===== src/rtl/seg_link_pkg.sv =====
package seg_link_pkg;

    typedef enum logic [2:0] {
        ST_IDLE,
        ST_SETUP,
        ST_SHIFT_HI,
        ST_HANDOVER,
        ST_LATCH_HI,
        ST_RECOVER
    } link_state_t;

    function automatic int unsigned umax(input int unsigned a, input int unsigned b);
        return (a > b) ? a : b;
    endfunction

endpackage


===== src/rtl/seg_link_timer.sv =====
module seg_link_timer #(
    parameter int unsigned W = 6
) (
    input  logic         clk,
    input  logic         rst_n,
    input  logic         load,
    input  logic [W-1:0] load_val,
    output logic         expired
);
    logic [W-1:0] cnt;

    always_ff @(posedge clk or negedge rst_n) begin
        if (!rst_n) begin
            cnt <= '0;
        end else if (load) begin
            cnt <= load_val;
        end else if (cnt != '0) begin
            cnt <= cnt - 1'b1;
        end
    end

    assign expired = (cnt == '0);

    // a phase interval never reloads beyond its programmed value range
    assert_timer_load_R2: assert property (@(posedge clk) disable iff (!rst_n)
        $past(load) |-> (cnt == $past(load_val)));

endmodule


===== src/rtl/seg_link_shifter.sv =====
module seg_link_shifter #(
    parameter int unsigned NCOL = 40
) (
    input  logic            clk,
    input  logic            rst_n,
    input  logic            load,
    input  logic            shift,
    input  logic            clear,
    input  logic [NCOL-1:0] din,
    output logic            sout,
    output logic            last
);
    localparam int unsigned IW = (NCOL > 1) ? $clog2(NCOL) : 1;

    logic [NCOL-1:0] shreg;
    logic [IW-1:0]   idx;

    always_ff @(posedge clk or negedge rst_n) begin
        if (!rst_n) begin
            shreg <= '0;
            idx   <= '0;
        end else if (clear) begin
            shreg <= '0;
            idx   <= '0;
        end else if (load) begin
            shreg <= din;
            idx   <= '0;
        end else if (shift) begin
            shreg <= {shreg[NCOL-2:0], 1'b0};
            idx   <= idx + 1'b1;
        end
    end

    assign sout = shreg[NCOL-1];
    assign last = (idx == IW'(NCOL - 1));

    // the controller never asks for a bit beyond the row width
    assert_no_overshift_R3: assert property (@(posedge clk) disable iff (!rst_n)
        shift |-> !last);

endmodule


===== src/rtl/seg_link_frame.sv =====
module seg_link_frame #(
    parameter int unsigned FRAME_ROWS = 16
) (
    input  logic clk,
    input  logic rst_n,
    input  logic latch_evt,
    output logic alt
);
    localparam int unsigned CW = $clog2(FRAME_ROWS + 1);

    logic [CW-1:0] rows;

    always_ff @(posedge clk or negedge rst_n) begin
        if (!rst_n) begin
            rows <= '0;
            alt  <= 1'b0;
        end else if (latch_evt) begin
            if (rows == CW'(FRAME_ROWS - 1)) begin
                rows <= '0;
                alt  <= ~alt;
            end else begin
                rows <= rows + 1'b1;
            end
        end
    end

    // the latch count stays inside one frame
    assert_frame_count_R7: assert property (@(posedge clk) disable iff (!rst_n)
        rows < CW'(FRAME_ROWS));

endmodule


===== src/rtl/seg_serial_link.sv =====
module seg_serial_link
    import seg_link_pkg::*;
#(
    parameter int unsigned NCOL       = 40,
    parameter int unsigned PHASE_T    = 40,
    parameter int unsigned SETUP_T    = 15,
    parameter int unsigned HOLD_T     = 15,
    parameter int unsigned HAND_T     = 25,
    parameter int unsigned FRAME_ROWS = 16
) (
    input  logic            clk,
    input  logic            rst_n,
    input  logic            row_start,
    input  logic [NCOL-1:0] row_bits,
    output logic            sclk,
    output logic            lclk,
    output logic            sdata,
    output logic            alt,
    output logic            busy
);
    localparam int unsigned LOW_T  = umax(PHASE_T, SETUP_T);
    localparam int unsigned HIGH_T = umax(PHASE_T, HOLD_T);
    localparam int unsigned GAP_T  = HAND_T;
    localparam int unsigned TAIL_T = umax(PHASE_T, HAND_T);
    localparam int unsigned MAX_T  = umax(umax(LOW_T, HIGH_T), umax(GAP_T, TAIL_T));
    localparam int unsigned TW     = $clog2(MAX_T + 1);

    link_state_t state, state_nxt;

    logic          tmr_load;
    logic [TW-1:0] tmr_val;
    logic          tmr_exp;
    logic          sh_load, sh_shift, sh_clear, sh_last;
    logic          frame_evt;

    seg_link_timer #(.W(TW)) u_timer (
        .clk     (clk),
        .rst_n   (rst_n),
        .load    (tmr_load),
        .load_val(tmr_val),
        .expired (tmr_exp)
    );

    seg_link_shifter #(.NCOL(NCOL)) u_shift (
        .clk  (clk),
        .rst_n(rst_n),
        .load (sh_load),
        .shift(sh_shift),
        .clear(sh_clear),
        .din  (row_bits),
        .sout (sdata),
        .last (sh_last)
    );

    seg_link_frame #(.FRAME_ROWS(FRAME_ROWS)) u_frame (
        .clk      (clk),
        .rst_n    (rst_n),
        .latch_evt(frame_evt),
        .alt      (alt)
    );

    // state register
    always_ff @(posedge clk or negedge rst_n) begin
        if (!rst_n) state <= ST_IDLE;
        else        state <= state_nxt;
    end

    // next state and datapath controls
    always_comb begin
        state_nxt = state;
        tmr_load  = 1'b0;
        tmr_val   = '0;
        sh_load   = 1'b0;
        sh_shift  = 1'b0;
        sh_clear  = 1'b0;
        frame_evt = 1'b0;
        unique case (state)
            ST_IDLE: begin
                if (row_start) begin
                    state_nxt = ST_SETUP;
                    tmr_load  = 1'b1;
                    tmr_val   = TW'(LOW_T - 1);
                    sh_load   = 1'b1;
                end
            end
            ST_SETUP: begin
                if (tmr_exp) begin
                    state_nxt = ST_SHIFT_HI;
                    tmr_load  = 1'b1;
                    tmr_val   = TW'(HIGH_T - 1);
                end
            end
            ST_SHIFT_HI: begin
                if (tmr_exp) begin
                    tmr_load = 1'b1;
                    if (sh_last) begin
                        state_nxt = ST_HANDOVER;
                        tmr_val   = TW'(GAP_T - 1);
                    end else begin
                        state_nxt = ST_SETUP;
                        tmr_val   = TW'(LOW_T - 1);
                        sh_shift  = 1'b1;
                    end
                end
            end
            ST_HANDOVER: begin
                if (tmr_exp) begin
                    state_nxt = ST_LATCH_HI;
                    tmr_load  = 1'b1;
                    tmr_val   = TW'(PHASE_T - 1);
                    frame_evt = 1'b1;
                end
            end
            ST_LATCH_HI: begin
                if (tmr_exp) begin
                    state_nxt = ST_RECOVER;
                    tmr_load  = 1'b1;
                    tmr_val   = TW'(TAIL_T - 1);
                end
            end
            ST_RECOVER: begin
                if (tmr_exp) begin
                    state_nxt = ST_IDLE;
                    sh_clear  = 1'b1;
                end
            end
            default: state_nxt = ST_IDLE;
        endcase
    end

    // registered outputs
    always_ff @(posedge clk or negedge rst_n) begin
        if (!rst_n) begin
            sclk <= 1'b0;
            lclk <= 1'b0;
            busy <= 1'b0;
        end else begin
            sclk <= (state_nxt == ST_SHIFT_HI);
            lclk <= (state_nxt == ST_LATCH_HI);
            busy <= (state_nxt != ST_IDLE);
        end
    end

    // width monitor for the shift-clock high phase
    logic [TW:0] hi_run;
    always_ff @(posedge clk or negedge rst_n) begin
        if (!rst_n)    hi_run <= '0;
        else if (sclk) hi_run <= hi_run + 1'b1;
        else           hi_run <= '0;
    end

    assert_no_overlap_R6: assert property (@(posedge clk) disable iff (!rst_n)
        !(sclk && lclk));

    assert_hold_R4: assert property (@(posedge clk) disable iff (!rst_n)
        (sclk && $past(sclk)) |-> $stable(sdata));

    assert_setup_R4: assert property (@(posedge clk) disable iff (!rst_n)
        $rose(sclk) |-> $stable(sdata));

    assert_hi_width_R4: assert property (@(posedge clk) disable iff (!rst_n)
        $fell(sclk) |-> (hi_run == (TW+1)'(HIGH_T)));

    assert_clk_busy_R2: assert property (@(posedge clk) disable iff (!rst_n)
        (sclk || lclk) |-> busy);

    assert_latch_gap_R5: assert property (@(posedge clk) disable iff (!rst_n)
        $rose(lclk) |-> !$past(sclk));

    assert_alt_sync_R7: assert property (@(posedge clk) disable iff (!rst_n)
        (alt != $past(alt)) |-> $rose(lclk));

    assert_idle_quiet_R10: assert property (@(posedge clk) disable iff (!rst_n)
        !busy |-> !sdata);

endmodule


===== config.mk =====
export PLATFORM = sky130hd
export DESIGN_NAME = seg_serial_link
export DESIGN_NICKNAME = d
export VERILOG_FILES = /design/src/rtl/seg_link_pkg.sv /design/src/rtl/seg_link_timer.sv /design/src/rtl/seg_link_shifter.sv /design/src/rtl/seg_link_frame.sv /design/src/rtl/seg_serial_link.sv
export SDC_FILE = /design/constraint.sdc
export NUM_CORES = 1
export LEC_CHECK = 0
export ABC_AREA = 1
export BUFFER_PORTS_ARGS = -buffer_cell sky130_fd_sc_hd__buf_2
export CORE_MARGIN = 3
export CORE_UTILIZATION = 40
export CTS_CLUSTER_DIAMETER = 120
export DETAILED_ROUTE_END_ITERATION = 10
export HOLD_SLACK_MARGIN = 0.02
export PLACE_DENSITY = 0.69
export SLEW_MARGIN = 30
export SYNTH_ARGS = -nofsm -noshare
export SYNTH_HDL_FRONTEND = slang
export SYNTH_SLANG_ARGS = --single-unit

===== constraint.sdc =====
create_clock -name clk -period 2.4 [get_ports clk]
set_input_delay 0.36 -clock clk [delete_from_list [all_inputs] [get_ports clk]]
set_output_delay 0.36 -clock clk [all_outputs]
set_load 0.005 [all_outputs]

## Yosys cells after proc, flatten, opt, wreduce, memory -nomap -nowiden

Cells that the tools add are included.

| word-level totals | value |
|---|---|
| bits in registers | 64 |
| output and inout port bits | 5 |

| operators by class | value |
|---|---|
| $add $sub $neg | 3 |
| equality and inequality tests | 9 |
| muxes and demuxes | 31 |
| bitwise operators | 1 |
| reductions and logical operators | 9 |

Operators with widths:

| operator | count |
|---|---|
| two-way mux 40 bit | 3 |
| two-way mux 6 bit | 9 |
| two-way mux 3 bit | 6 |
| one-hot mux 3 bit (6 select lines) | 1 |
| one-hot mux 6 bit (3 select lines) | 1 |
| == test 3 x 2 -> 1 bit (second input constant) | 3 |
| == test 3 bit (second input constant) | 3 |
| two-way mux 1 bit | 8 |
| adder 6 x 1 -> 6 bit (second input constant) | 1 |
| == test 6 bit (second input constant) | 1 |
| logical NOT 6 bit | 1 |
| nonzero test 3 bit | 2 |
| nonzero test 6 bit | 1 |
| subtractor 6 x 1 -> 6 bit (second input constant) | 1 |
| adder 5 x 1 -> 5 bit (second input constant) | 1 |
| == test 5 x 4 -> 1 bit (second input constant) | 1 |
| two-way mux 5 bit | 1 |
| OR reduction 4 bit | 1 |
| == test 3 x 1 -> 1 bit (second input constant) | 1 |
| logical NOT 3 bit | 1 |
| OR reduction 3 bit | 1 |
| two-way mux 2 bit | 1 |
| one-hot mux 1 bit (2 select lines) | 1 |
| AND reduction 2 bit | 1 |
| other kinds (2) | 2 |

## Longest topological paths before layout

| depth | value |
|---|---|
| depth in word-level cells | 7 |
| mapped depth | 10 |
| depth with buffers taken out | 9 |

## Modules after synthesis

Synthesis repeated with hierarchy kept, for this count alone.

| second synthesis, totals | value |
|---|---|
| cell total of the unflattened synthesis | 401 |
| area, all modules | 3311.9 um^2 |

By module, submodules not included:

| module | times used | cells an instance | area an instance (um^2) | sequential area each (um^2) |
|---|---|---|---|---|
| seg_link_shifter | 1 | 260 | 2257.2 | 1151.1 |
| seg_link_timer | 1 | 55 | 412.9 | 150.1 |
| seg_serial_link | 1 | 52 | 359.1 | 150.1 |
| seg_link_frame | 1 | 34 | 282.8 | 150.1 |

## Worst setup path before layout

Ideal clock, no wire load.

| timing path | value |
|---|---|
| kind | flip-flop to flip-flop |
| from | register u_timer.cnt[0] |
| to | register u_shift.shreg[39] |
| setup time | 0.124 ns |
| arrival time | 1.404 ns |
| data required time | 2.276 ns |
| setup slack | 0.872 ns |
| cell stages (with the launch flop) | 11 |
| path buffers | 1 |
| clock period less this slack | 1.528 ns |
| cells stage by stage | dfrtp_1 inv_1 ha_1 nand2_2 nor2_2 nand3_2 inv_1 nor2_4 buf_6 nand2_1 nand2_1 |

| between the ends | value |
|---|---|
| cells in the longest elaborated chain, start to end | 4 |
| elaborated cells on any way between the ends | 7 |
| classes of those cells | mux: 5; reduce/logical: 2 |

Ends and longest elaborated chain:

| what | line | RTL |
|---|---|---|
| start, declared | seg_link_timer.sv:10 | `logic [W-1:0] cnt;` |
| start signal, assigned | seg_link_timer.sv:16 | `cnt <= load_val;` |
| start signal, assigned | seg_link_timer.sv:18 | `cnt <= cnt - 1'b1;` |
| logical NOT 6 bit * | seg_link_timer.sv:22 | `assign expired = (cnt == '0);` |
| two-way mux 1 bit, on equally long branches | seg_serial_link.sv:94, seg_serial_link.sv:122 |  |
| two-way mux 1 bit | seg_serial_link.sv:77 | `unique case (state)` |
| nonzero test 3 bit (no source line) / two-way mux 40 bit (equally long branches) | -- |  |
| end signal, assigned | seg_link_shifter.sv:26 | `shreg <= din;` |
| end signal, assigned | seg_link_shifter.sv:29 | `shreg <= {shreg[NCOL-2:0], 1'b0};` |
| end, declared | seg_link_shifter.sv:15 | `logic [NCOL-1:0] shreg;` |

Mark *: on every way between the ends. The rest lies on a longest branch, timed or not.
A chain may end at the register's enable or synchronous reset.

## Final worst setup path

| timing path | value |
|---|---|
| from | register u_timer.cnt[0] |
| to | register u_shift.idx[2] |

| between the ends | value |
|---|---|
| cells in the longest elaborated chain, start to end | 4 |
| elaborated cells on any way between the ends | 7 |
| classes of those cells | mux: 5; reduce/logical: 2 |

Ends and longest elaborated chain:

| what | line | RTL |
|---|---|---|
| logical NOT 6 bit * | seg_link_timer.sv:22 |  |
| two-way mux 1 bit, on equally long branches | seg_serial_link.sv:94, seg_serial_link.sv:122 |  |
| two-way mux 1 bit | seg_serial_link.sv:77 |  |
| nonzero test 3 bit (no source line) / two-way mux 6 bit (equally long branches) | -- |  |
| end signal, assigned | seg_link_shifter.sv:30 | `idx <= idx + 1'b1;` |
| end, declared | seg_link_shifter.sv:16 | `logic [IW-1:0] idx;` |

Marks and branches as above.

==> key figures <==
Synth
  – Post-synthesis net count: between 400 and 500
  – Main synth FF type: dfrtp_1
  – Cell Area, Synth: about 3300 sq um
  – Synthesis Warnings: 0
  – Top cells by area, synth: dfrtp_1 49%, nand2_1 13%, o211ai_1 9.0%, or2_1 6.5%, nand3_1 3.4%
  – Post-synthesis sequential area ratio: a little under 50%
  – Count of flip-flops with a built-in enable after synthesis: 0
  – Fraction of registers with async set/reset: 100.0%
  – Synth top area share: between 40% and 50%
  – Count leader, synth: nand2_1
  – Most area-hungry cell type in the Yosys netlist: dfrtp_1
  – Yosys cell types: 28
  – Top cells by count, synth: 117 x nand2_1, 64 x dfrtp_1, 39 x o211ai_1
  – Avg Cell Area, Syn: between 8 and 9 sq um
  – Cells after Synth: 380
  – #FFs+latches synth: 64

Setup path
  – Startpoint Class: flip-flop
  – Worst Reg2Reg Path Length in Cells: 10
  – Crit path kind: flip-flop to flip-flop
  – Required @ worst endpoint: approximately 2.7 ns
  – CP arrival: 2.29 ns
  – CP Max Fanout: 24
  – Worst setup EP type: flip-flop

STA
  – Min Hold Slack: approximately 0.19 ns
  – Final Setup Violations: 0
  – Minimum clock period: around 2 ns
  – Worst rel slew slack: 46.07%
  – Setup_tns: 0 ns
  – Final-report max-slew violation count: 0
  – Final worst-path cycle share: between 80% and 90%
  – RSZ-0062 raised after global routing: false
  – Fmax: roughly 500 MHz
  – Hold Fails Final Rpt: 0
  – Final worst setup slack: around 0.38 ns
  – Final Skew: ~0.013 ns
  – Slew @ Worst Pin: a little over 0.8 ns

Floorplan
  – I/O pins: 48
  – Die Ht: approximately 96 um
  – Initial core utilization: between 40% and 50%
  – Core Rows: 32
  – Core box area: a little under 8000 sq um
  – Die ar.: around 9300 sq um
  – Chip Width: 96.34 um

Placement
  – Placed inst area: 3571 sq um
  – DP HPWL: about 4400 um
  – PortBufs: 47
  – Routability cong.: between 0.8 and 0.9
  – Dpl ws: roughly 0.21 ns

Detailed routing
  – Starting DRT DRC Count: 185
  – First drt pass iteration count: 4
  – Routed WL: around 6700 um
  – Via density: between 4 and 5
  – DRT antenna net count: 0
  – Residual DRC: 0
  – Via count: approximately 2600
  – Avg WL per Cell: about 13 um

Run status
  – Outcome: completed

Finish
  – Area growth, synth to finish: 14.95%
  – Final Instance Area: about 3800 sq um
  – Antenna fix cells: 0
  – Filler cell count: 756
  – Fraction of layout cells with a size suffix above 1: 19.44%
  – Fin nets: between 400 and 500

GRT
  – Total gr overflow: 0
  – First-pass GRT wire length: 11330 um
  – GRT Overall Usage: between 15 and 20%
  – Largest net degree at the start of global routing: 65
  – Vias in the first global route: around 2600
  – Antenna violations before repair: 0

Clocking
  – Total setup buffers inserted after CTS: 0
  – Post-cts hold buffer count: 0
  – Maximum clock path buffer count: 2
  – Clock Latency Late Sink: ~0.34 ns
  – Resized Gates After CTS: 0
  – Clk sinks: 64
  – TritonCTS clock tree: yes
  – Number of buffers created by CTS: 9
  – Clock Pin Slew Worst Setup and Hold Paths: about 0.07 ns
  – Root Driver: clkbuf_8
  – H-tree depth: 3

Power
  – PD cells: 1043 nW/um^2
  – Combinational power share: a little under two fifths
  – Sequential fraction of design power: between 40% and 50%
  – Leakage power: between 0.0015 and 0.002 uW
  – Power share of the clock group: approximately 20%
  – Pint: 2492 uW
  – Sw Ratio: 36.31%
  – Sw Pwr: 1420 uW
  – VDD IR max: 0.0005094 V

Flow run
  – Max cap viols: 0

Min path
  – Class of the worst hold path: input port to async pin
==> cell families (layout without fill, tap and decap cells) <==
family          after synthesis  after routing  share of synthesized area, %
fa+ha+maj                     3              3                         1.150
buf+inv                      39             91                         6.133
xor+xnor                     10             10                         2.683
simple gates                211            211                         29.78
compound gates               53             53                         11.19
flops                        64             64                         49.06
==> worst paths after layout <==
kind                                   from                end  slack (ns)
hold / removal                        rst_n  u_shift.shreg[28]        0.19
hold reg to reg            u_shift.shreg[0]   u_shift.shreg[0]        0.47
min in group clk                row_bits[0]   u_shift.shreg[0]        0.25
setup reg to reg             u_timer.cnt[0]     u_shift.idx[2]        0.38
max in group asynchronous             rst_n    u_frame.rows[2]        1.66
setup / recovery             u_timer.cnt[0]     u_shift.idx[2]        0.38
==> worst max-delay path: stages, from the launching register on <==
cell and delay, ns:
dfrtp_1 0.37, inv_1 0.09, ha_1 0.25, nand2_2 0.11, nor2_2 0.05, nand2_1 0.13, nand2_2 0.10, nor2_4 0.49
buf_16 0.23, nand2_1 0.07, nand2_1 0.06
==> power by group through the flow <==
stage,Combinational [uW],Clock [uW],Sequential (uW)
2_1_floorplan,1150,0,1680
3_3_place_gp,1380,0,1720
3_5_place_dp,1420,0,1730
4_1_cts,1430,789,1710
5_1_grt,1660,843,1770
6_report,1430,763,1710
==> layout by cell type, fill, tap and decap left out <==
| cell | instances |
|---|---|
| a21oi_1 | 5 |
| buf_12 | 1 |
| buf_16 | 1 |
| buf_2 | 47 |
| buf_4 | 6 |
| clkbuf_1 | 2 |
| clkbuf_8 | 9 |
| clkinv_1 | 1 |
| clkinv_2 | 3 |
| clkinvlp_4 | 1 |
| dfrtp_1 | 64 |
| ha_1 | 3 |
| inv_1 | 16 |
| inv_2 | 4 |
| nand2_1 | 117 |
| nand2_2 | 5 |
| nand3_1 | 22 |
| nand3_2 | 3 |
| nand3b_1 | 1 |
| nand4_1 | 3 |
| nor2_1 | 17 |
| nor2_2 | 1 |
| nor2_4 | 1 |
| nor3_1 | 2 |
| o211ai_1 | 39 |
| o21ai_0 | 8 |
| o21bai_1 | 1 |
| or2_0 | 3 |
| or2_1 | 34 |
| or2_2 | 2 |
| xnor2_1 | 3 |
| xor2_1 | 7 |
==> through the flow <==
| step | util [%] | cells | total power (uW) |
|---|---|---|---|
| 2_1_floorplan | - | 380 | 2831 |
| 3_3_place_gp | 45.74 | 518 | 3096 |
| 3_5_place_dp | 45.74 | 518 | 3149 |
| 4_1_cts | 47.71 | 533 | 3933 |
| 5_1_grt | 48.06 | 534 | 4272 |
| 6_report | 48.06 | 534 | 3913 |
==> sequential cells by signal (all words and copies together) (netlist names), 3 cells and up <==
signal and flops:
u_frame.rows 5, state 3, u_timer.cnt 6, u_shift.shreg 40, u_shift.idx 6
==> area by class of cell <==
| class | instances | area, sq um | share of cell area [%] |
|---|---|---|---|
| sequential | 64 | 1602 | 42.68 |
| multi-input combinational | 277 | 1463 | 38.98 |
| timing repair buffer | 55 | 327.8 | 8.736 |
| clock buffer | 11 | 131.4 | 3.501 |
| tap | 102 | 127.6 | 3.401 |
| inverter | 21 | 78.83 | 2.101 |
| clock inverter | 4 | 22.52 | 0.6002 |
==> routing by layer <==
metal / vias to the layer above / share of wire (%) / global-route usage, %
li1: 1336 / - / -
met1: 1248 / 49 / 20.27
met2: 44 / 45 / 25.19
met3: 6 / 4.5 / 5.004
met4: 0 / 0.84 / 3.738
met5: - / 0 / 0
Power figures use the tool's default switching activity.
